**config.mk**
```make
export PLATFORM = sky130hd
export DESIGN_NAME = gpio_alias_port
export DESIGN_NICKNAME = d
export VERILOG_FILES = /design/src/rtl/gpio_alias_pkg.sv /design/src/rtl/gpio_alias_decode.sv /design/src/rtl/gpio_alias_reg.sv /design/src/rtl/gpio_alias_sync.sv /design/src/rtl/gpio_alias_port.sv
export SDC_FILE = /design/constraint.sdc
export NUM_CORES = 1
export LEC_CHECK = 0
export BUFFER_PORTS_ARGS = -buffer_cell sky130_fd_sc_hd__buf_2
export CAP_MARGIN = 20
export CELL_PAD_IN_SITES_DETAIL_PLACEMENT = 0
export CELL_PAD_IN_SITES_GLOBAL_PLACEMENT = 1
export CORE_MARGIN = 3
export CORE_UTILIZATION = 25
export DETAILED_ROUTE_END_ITERATION = 7
export HOLD_SLACK_MARGIN = 0.05
export PLACE_DENSITY_LB_ADDON = 0.1
export SETUP_SLACK_MARGIN = 0.1
export SYNTH_ARGS = -nofsm -noshare
export SYNTH_HDL_FRONTEND = slang
export SYNTH_HIERARCHICAL = 1
export SYNTH_SLANG_ARGS = --single-unit
```
**constraint.sdc**
```tcl
create_clock -name clk -period 2.91 [get_ports clk]
set_clock_uncertainty 0.15 [all_clocks]
set_input_delay 0.582 -clock clk [delete_from_list [all_inputs] [get_ports clk]]
set_output_delay 0.582 -clock clk [all_outputs]
set_load 0.01 [all_outputs]
```
**src/rtl/gpio_alias_pkg.sv**
```systemverilog
// Shared encodings for the alias GPIO port.
// Assumes word-aligned accesses; offsets within a 16-byte group pick the op.
package gpio_alias_pkg;
    // Operation selected by bits [3:2] of the address
    typedef enum logic [1:0] {
        OP_REPLACE = 2'd0,
        OP_SET     = 2'd1,
        OP_CLEAR   = 2'd2,
        OP_NONE    = 2'd3
    } alias_op_e;

    // Register group selected by bits [5:4] of the address
    typedef enum logic [1:0] {
        GRP_LEVEL = 2'd0,
        GRP_DIR   = 2'd1,
        GRP_VIEW  = 2'd2,
        GRP_NONE  = 2'd3
    } reg_grp_e;
endpackage

```
**src/rtl/gpio_alias_decode.sv**
```systemverilog
// Address decoder: splits a byte address into a register group and an alias op.
// Assumes ADDR_W >= 6; misaligned or out-of-range addresses map to GRP_NONE.
module gpio_alias_decode
    import gpio_alias_pkg::*;
#(
    parameter int ADDR_W = 6
) (
    input  logic [ADDR_W-1:0] addr,
    output reg_grp_e          grp,
    output alias_op_e         op
);
    logic upper_zero;

    // Bits above the group field must be zero for a hit
    generate
        if (ADDR_W > 6) begin : g_upper
            assign upper_zero = ~|addr[ADDR_W-1:6];
        end else begin : g_noupper
            assign upper_zero = 1'b1;
        end
    endgenerate

    // Combine alignment, range and field decode into group and op
    always_comb begin
        if (!upper_zero || (addr[1:0] != 2'b00) || (addr[3:2] == 2'd3)) begin
            grp = GRP_NONE;
            op  = OP_NONE;
        end else begin
            grp = reg_grp_e'(addr[5:4]);
            op  = alias_op_e'(addr[3:2]);
        end
    end
endmodule

```
**src/rtl/gpio_alias_reg.sv**
```systemverilog
// One writable register with replace, set-alias and clear-alias write flavours.
// Assumes the caller raises we only for a decoded hit on this register.
module gpio_alias_reg
    import gpio_alias_pkg::*;
#(
    parameter int PINS = 32
) (
    input  logic            clk,
    input  logic            rst_n,
    input  logic            we,
    input  alias_op_e       op,
    input  logic [PINS-1:0] wdata,
    output logic [PINS-1:0] q
);
    // Apply the selected write flavour, or hold
    always_ff @(posedge clk) begin
        if (!rst_n) begin
            q <= '0;
        end else if (we) begin
            case (op)
                OP_REPLACE: q <= wdata;
                OP_SET:     q <= q | wdata;
                OP_CLEAR:   q <= q & ~wdata;
                default:    q <= q;
            endcase
        end
    end


    replace_write_chk: assert property (@(posedge clk) disable iff (!rst_n)
        (we && op == OP_REPLACE) |=> (q == $past(wdata)));

    set_alias_chk: assert property (@(posedge clk) disable iff (!rst_n)
        (we && op == OP_SET) |=> (((q & $past(wdata)) == $past(wdata)) &&
                                  ((q & ~$past(wdata)) == ($past(q) & ~$past(wdata)))));

    clear_alias_chk: assert property (@(posedge clk) disable iff (!rst_n)
        (we && op == OP_CLEAR) |=> (((q & $past(wdata)) == '0) &&
                                    ((q & ~$past(wdata)) == ($past(q) & ~$past(wdata)))));

    idle_hold_chk: assert property (@(posedge clk) disable iff (!rst_n)
        !we |=> $stable(q));
endmodule

```
**src/rtl/gpio_alias_sync.sv**
```systemverilog
// Two-flop synchroniser bank for the pad inputs.
// Assumes each pad bit is independent; no multi-bit coherence is provided.
module gpio_alias_sync #(
    parameter int PINS = 32
) (
    input  logic            clk,
    input  logic            rst_n,
    input  logic [PINS-1:0] async_in,
    output logic [PINS-1:0] sync_out
);
    logic [PINS-1:0] stage1;
    logic [1:0]      settled;

    // Shift pad levels through two flops
    always_ff @(posedge clk) begin
        if (!rst_n) begin
            stage1   <= '0;
            sync_out <= '0;
        end else begin
            stage1   <= async_in;
            sync_out <= stage1;
        end
    end

    // Count edges since reset so the latency check only looks at valid history
    always_ff @(posedge clk) begin
        if (!rst_n)              settled <= 2'd0;
        else if (settled != 2'd2) settled <= settled + 2'd1;
    end


    two_edge_latency_chk: assert property (@(posedge clk) disable iff (!rst_n)
        (settled == 2'd2) |-> (sync_out == $past(async_in, 2)));
endmodule

```
**src/rtl/gpio_alias_port.sv**
```systemverilog
// GPIO port top: bus decode, two alias registers, pad synchroniser and readback.
// Assumes single-cycle bus writes and a combinational read path from the address.
module gpio_alias_port
    import gpio_alias_pkg::*;
#(
    parameter int PINS   = 32,
    parameter int ADDR_W = 6
) (
    input  logic              clk,
    input  logic              rst_n,
    input  logic              bus_sel,
    input  logic              bus_wr,
    input  logic [ADDR_W-1:0] bus_addr,
    input  logic [PINS-1:0]   bus_wdata,
    output logic [PINS-1:0]   bus_rdata,
    input  logic [PINS-1:0]   pad_in,
    output logic [PINS-1:0]   pad_out,
    output logic [PINS-1:0]   pad_oe
);
    localparam int NUM_WREGS = 2;

    reg_grp_e        grp;
    alias_op_e       op;
    logic [PINS-1:0] wreg_q [NUM_WREGS];
    logic [PINS-1:0] view_q;
    logic [PINS-1:0] level_q;
    logic [PINS-1:0] dir_q;

    gpio_alias_decode #(.ADDR_W(ADDR_W)) u_decode (
        .addr (bus_addr),
        .grp  (grp),
        .op   (op)
    );

    // One alias register per writable group: index 0 level, index 1 direction
    generate
        for (genvar g = 0; g < NUM_WREGS; g++) begin : g_wreg
            logic hit;
            assign hit = bus_sel && bus_wr && (op != OP_NONE) &&
                         (grp == ((g == 0) ? GRP_LEVEL : GRP_DIR));
            gpio_alias_reg #(.PINS(PINS)) u_reg (
                .clk   (clk),
                .rst_n (rst_n),
                .we    (hit),
                .op    (op),
                .wdata (bus_wdata),
                .q     (wreg_q[g])
            );
        end
    endgenerate

    assign level_q = wreg_q[0];
    assign dir_q   = wreg_q[1];

    gpio_alias_sync #(.PINS(PINS)) u_sync (
        .clk      (clk),
        .rst_n    (rst_n),
        .async_in (pad_in),
        .sync_out (view_q)
    );

    // Pad drive: enable follows direction, level only where the pin is an output
    assign pad_oe  = dir_q;
    assign pad_out = level_q & dir_q;

    // Readback mux; every alias of a group returns the same register
    always_comb begin
        case (grp)
            GRP_LEVEL: bus_rdata = level_q;
            GRP_DIR:   bus_rdata = dir_q;
            GRP_VIEW:  bus_rdata = view_q;
            default:   bus_rdata = '0;
        endcase
    end


    view_write_ignored_chk: assert property (@(posedge clk) disable iff (!rst_n)
        (bus_sel && bus_wr && bus_addr[5:4] == 2'd2) |=> ($stable(pad_oe) && $stable(pad_out)));

    unmapped_write_ignored_chk: assert property (@(posedge clk) disable iff (!rst_n)
        (bus_sel && bus_wr && (bus_addr[5:4] == 2'd3 || bus_addr[1:0] != 2'd0))
        |=> ($stable(pad_oe) && $stable(pad_out)));

    unmapped_read_zero_chk: assert property (@(posedge clk) disable iff (!rst_n)
        (bus_addr[5:4] == 2'd3) |-> (bus_rdata == '0));

    no_write_no_change_chk: assert property (@(posedge clk) disable iff (!rst_n)
        !(bus_sel && bus_wr) |=> ($stable(pad_oe) && $stable(pad_out)));
endmodule

```
# == Word-level counts from Yosys, hierarchy flattened ==
# Index checks and enable logic that the tools add are counted.
# word_totals
regBits,128
inputBits,74
out_inout_bits,96
word_cells,32
# op_classes
eq_ne,6
muxes,5
bitwise_logic,6
reduce_logical,11
# ops
op,count
one-hot mux 32 bit (3 select lines),3
bitwise AND 32 bit,3
OR 32 bit,2
inverter 32 bit,1
"equality test 2 bit, second input constant",3
"equality test 2 x 1 -> 1 bit, second input constant",2
logical AND 1 bit,4
zero test 2 bit,2
2-to-1 mux 2 bit,2
AND reduction 2 bit,2
nonzero test 3 bit,1
"!= test 2 bit, second input constant",1
nonzero test 2 bit,1
logical OR 1 bit,1

# == Longest topological paths before layout ==
# logic_depth
word_depth,7
ltp_mapped,9
mapped_depth_nobuf,6

# == Modules after synthesis ==
# The synthesis kept the hierarchy.
# by_module_without_submodules
module,n_inst,cells_each,area_per_inst_um2,seq_area_each_um2
gpio_alias_reg,2,189,2057.0,640.6
gpio_alias_sync,1,134,1791.7,1281.2
gpio_alias_port,1,113,1178.6,0.0
gpio_alias_decode,1,4,35.0,0.0

# == Least setup slack after synthesis ==
# No wires, ideal clock.
# synth_timing
path_type,input-to-reg
start,input bus_addr[3]
end,register g_wreg[1].u_reg.q[13]
setup_ns,0.081
t_arrival_ns,2.229
required_ns,2.679
path_slack_ns,0.450
cell_stages,9
n_path_buf,4
path_cell_list,a2111o_1 > buf_6 > buf_6 > a2111oi_2 > nor2b_2 > buf_6 > buf_4 > a21oi_1 > a211oi_2
# synth_between
elab_chain_len,7
elab_cells_between_ends,14
classes_between,5 x eq/ne; 3 x mux; 6 x reduce/logical
# synth_rtl
item,line_no,rtl
from (decl),gpio_alias_port.sv:13,"input logic [ADDR_W-1:0] bus_addr,"
equality test 2 bit,gpio_alias_decode.sv:25,if (!upper_zero || (addr[1:0] != 2'b00) || (addr[3:2] == 2'd3)) begin
logical OR 1 bit,gpio_alias_decode.sv:25,
2-to-1 mux 2 bit,gpio_alias_decode.sv:25,
!= test 2 bit,gpio_alias_port.sv:39,assign hit = bus_sel && bus_wr && (op != OP_NONE) &&
logical AND 1 bit,gpio_alias_port.sv:39,
logical AND 1 bit *,gpio_alias_port.sv:39,
named net g_wreg[1].hit,gpio_alias_port.sv:38,logic hit;
AND reduction 2 bit (no line) *,n/a,
to (signal assigned),gpio_alias_reg.sv:22,OP_SET: q <= q | wdata;
to (signal assigned),gpio_alias_reg.sv:23,OP_CLEAR: q <= q & ~wdata;
to (signal assigned),gpio_alias_reg.sv:24,default: q <= q;
to (decl),gpio_alias_reg.sv:13,output logic [PINS-1:0] q
# Mark *: on every way through the listed nets, which the timed path passes. The rest lies on a longest branch.
# A chain may end at the register's enable or synchronous reset.

# == Worst setup path in the final report ==
# layout_timing
start,input bus_addr[3]
end,output bus_rdata[16]
# layout_between
elab_chain_len,5
elab_cells_between_ends,7
classes_between,3 x eq/ne; 2 x mux; 2 x reduce/logical
# layout_rtl
item,line_no,rtl
equality test 2 bit *,gpio_alias_decode.sv:25,
logical OR 1 bit *,gpio_alias_decode.sv:25,
2-to-1 mux 2 bit *,gpio_alias_decode.sv:25,
named net grp[1],gpio_alias_port.sv:22,reg_grp_e grp;
equality test 2 bit (tied with other cells),gpio_alias_port.sv:68,case (grp)
one-hot mux 32 bit (3 select lines) *,gpio_alias_port.sv:68,
to (decl),gpio_alias_port.sv:15,"output logic [PINS-1:0] bus_rdata,"
# Marked as above.

==> out/metrics.cfg <==
[global_route]
grt_pass1_vias = 5657
grt_pass1_wl_um = 32600
antenna_found_initial = 1
grt_max_degree = 35
grt_use_total = 0.136
gr-total-overflow = 0

[yosys]
syn_inst = 629
synth_top_area_frac = 0.360
synth_top_flop_cell = dfxtp_1
synth_common_cells = 128 x dfxtp_1, 64 x a21oi_1, 64 x and2_2, 62 x a211oi_2, 60 x o22ai_2
yosysMostFrequentCell = dfxtp_1
yosysUniqueCellTypes = 28
async_flop_share = 0
yosysSeqAreaShare = 0.360
synth_edf_count = 0
syn_area_um2 = 7120
synthTopCellsByArea = dfxtp_1 36%, a211oi_2 11%, o22ai_2 11%, and2_2 6.7%, o2bb2ai_2 6.3%
syn_avg_cell_area_um2 = 11.3
synth_nets = 709
ys_warn_count = 6
synth_largest_area_cell = dfxtp_1
ys_seq_elements = 128

[routing]
ant_nets = 0
wl_per_cell_um = 17.4
vias = 5294
drc = 0
first_pass_iters = 4
viasPerCell = 4.49
drt_iter0_drc = 214
wl_um = 20500

[hold_path]
hold_end = u_sync/stage1[8]
min_path_cells = 2
hp-class = in -> reg
worstHoldStart = pad_in[8]

[floorplan]
start_util = 0.255
rows = 61
floorplan.die.height_um = 175
die-area_um2 = 30500
io-pin-count = 170
die_w_um = 175
coreArea_um2 = 27900

[clock_network]
clock-sinks = 128
cts_buffers = 17
cts_setup_buffers = 0
clk_latency_ns = 0.42
cts_buffer_depth = 2
tritoncts = done
cts_root_buf = clkbuf_16
htree_levels = 4
clk_pin_slew_ns = 0.07

[power_and_ir_drop]
ir_drop_mv = 0.313
p_total_mw = 4.29
powerDensity_nw_per_um2 = 488
p_leak_nw = 3.87

[sta]
layout_min_cycle_time_ns = 2.73
finalMaxSlewViolations = 0
fin_crit_sh = 0.937
rsz0062_at_grt = false
slew_headroom = 0.378
worst_pin_slew_ns = 0.932
setup_viol = 0
hold_viol_final = 0
finalSetupTns_ns = 0
max_freq_mhz = 367

[finish]
fill_cells = 2944
layout.nets = 869
drive_gt1_frac = 0.571
diodes = 0
syn2layout_area_growth_pct = 23.6

[critical_path]
crit_type = in -> out
worstPathArrival_ns = 1.99
path_max_fanout = 16
r2r-end = g_wreg[1].u_reg/q[24]
reg2regPathDepth = 2
cp-start-kind = input port
critPathRequiredTime_ns = 2.18
regToRegStartpoint = g_wreg[1].u_reg/q[24]
critPathCaptureType = primary output
reg2reg_slack_ns = 1.99

[placement]
gp_congestion = 0.712
post-dp-hpwl_um = 15300
io_buffers = 169

[flow_run]
maxCapViolCount = 0

[status]
status = finished, final reports clean

-- state kept, by name, summed over array words and instances, names as in the netlist --
name and cells:
g_wreg.u_reg/q 64, u_sync/sync_out 32, u_sync/stage1 32
-- cells in the final DEF (no fill, tap or decap), drive strengths merged --
cell type,synthesis,final
a21oi,64,64
ha,6,6
dfxtp,128,128
or2,2,2
clkinvlp,0,6
nor2b,9,9
a211oi,64,64
buf,46,199
o22ai,64,64
clkbuf,12,19
nand2,1,1
mux2i,32,32
a2111o,2,2
and2,96,96
and2b,58,58
a2111oi,2,2
clkinv,0,1
o2bb2ai,32,32
or3,2,2
inv,9,15
-- layout make-up --
type / count / area [µm²] / area share
multi-input combinational: 434 / 4030 / 0.458
clock inverter: 13 / 103 / 0.0117
clock buffer: 19 / 433 / 0.0492
timing repair buffer: 199 / 1160 / 0.132
inverter: 9 / 33.8 / 0.00384
tap: 378 / 473 / 0.0538
sequential: 128 / 2560 / 0.291
-- logic make-up after synthesis --
family                   Yosys count  synth area share
AND/OR/NAND/NOR                  168             0.170
buffers and inverters             67            0.0759
AO/OA/AOI/OAI                    228             0.338
adder cells (fa/ha/maj)            6            0.0105
flip-flops                       128             0.360
multiplexers                      32            0.0450
-- stage by stage --
step	setup slack, ns	hold slack, ns	instances	utilization	cell area (µm²)
floorplan	0.450	0.270	629	-	7120
global placement	0.145	0.277	1148	0.296	8260
detailed placement	0.121	0.280	1148	0.296	8260
CTS	0.139	0.208	1180	0.315	8790
global route	0.109	0.208	1180	0.315	8800
finish	0.184	0.229	1180	0.315	8800
-- critical path, cell delays in order --
cell and delay [ns]:
buf_2 0.11, a2111o_2 0.55, buf_4 0.26, mux2i_1 0.17, o2bb2ai_2 0.15, buf_2 0.14
-- power by group --
| group | switching, mW | internal, mW |
|---|---|---|
| Clock | 0.872 | 1.10 |
| Combinational | 0.289 | 0.226 |
| Sequential | 0.0112 | 1.79 |
| Total | 1.17 | 3.12 |
-- routing by layer --
metal	up-vias	wire (µm)	global-route usage
li1	2613	-	-
met1	2542	9620	0.179
met2	123	9740	0.223
met3	14	967	0.0361
met4	2	166	0.0313
met5	-	20	0
-- worst max path at each step --
stage	slack, ns	depth (start not counted)	end	from
floorplan	0.45	9	g_wreg[1].u_reg/q[13]	bus_addr[3]
global placement	0.14	6	bus_rdata[31]	bus_addr[3]
detailed placement	0.12	7	g_wreg[1].u_reg/q[30]	bus_addr[1]
CTS	0.14	6	bus_rdata[31]	bus_addr[3]
global route	0.11	6	bus_rdata[27]	bus_addr[3]
finish	0.18	6	bus_rdata[16]	bus_addr[3]
-- repair_timing --
action                                  CTS  global route
hold buffers                              0             0
gates resized for setup                   0             1
endpoints found under the setup margin    0             3
Note: power is estimated with default switching activity, not from simulation.
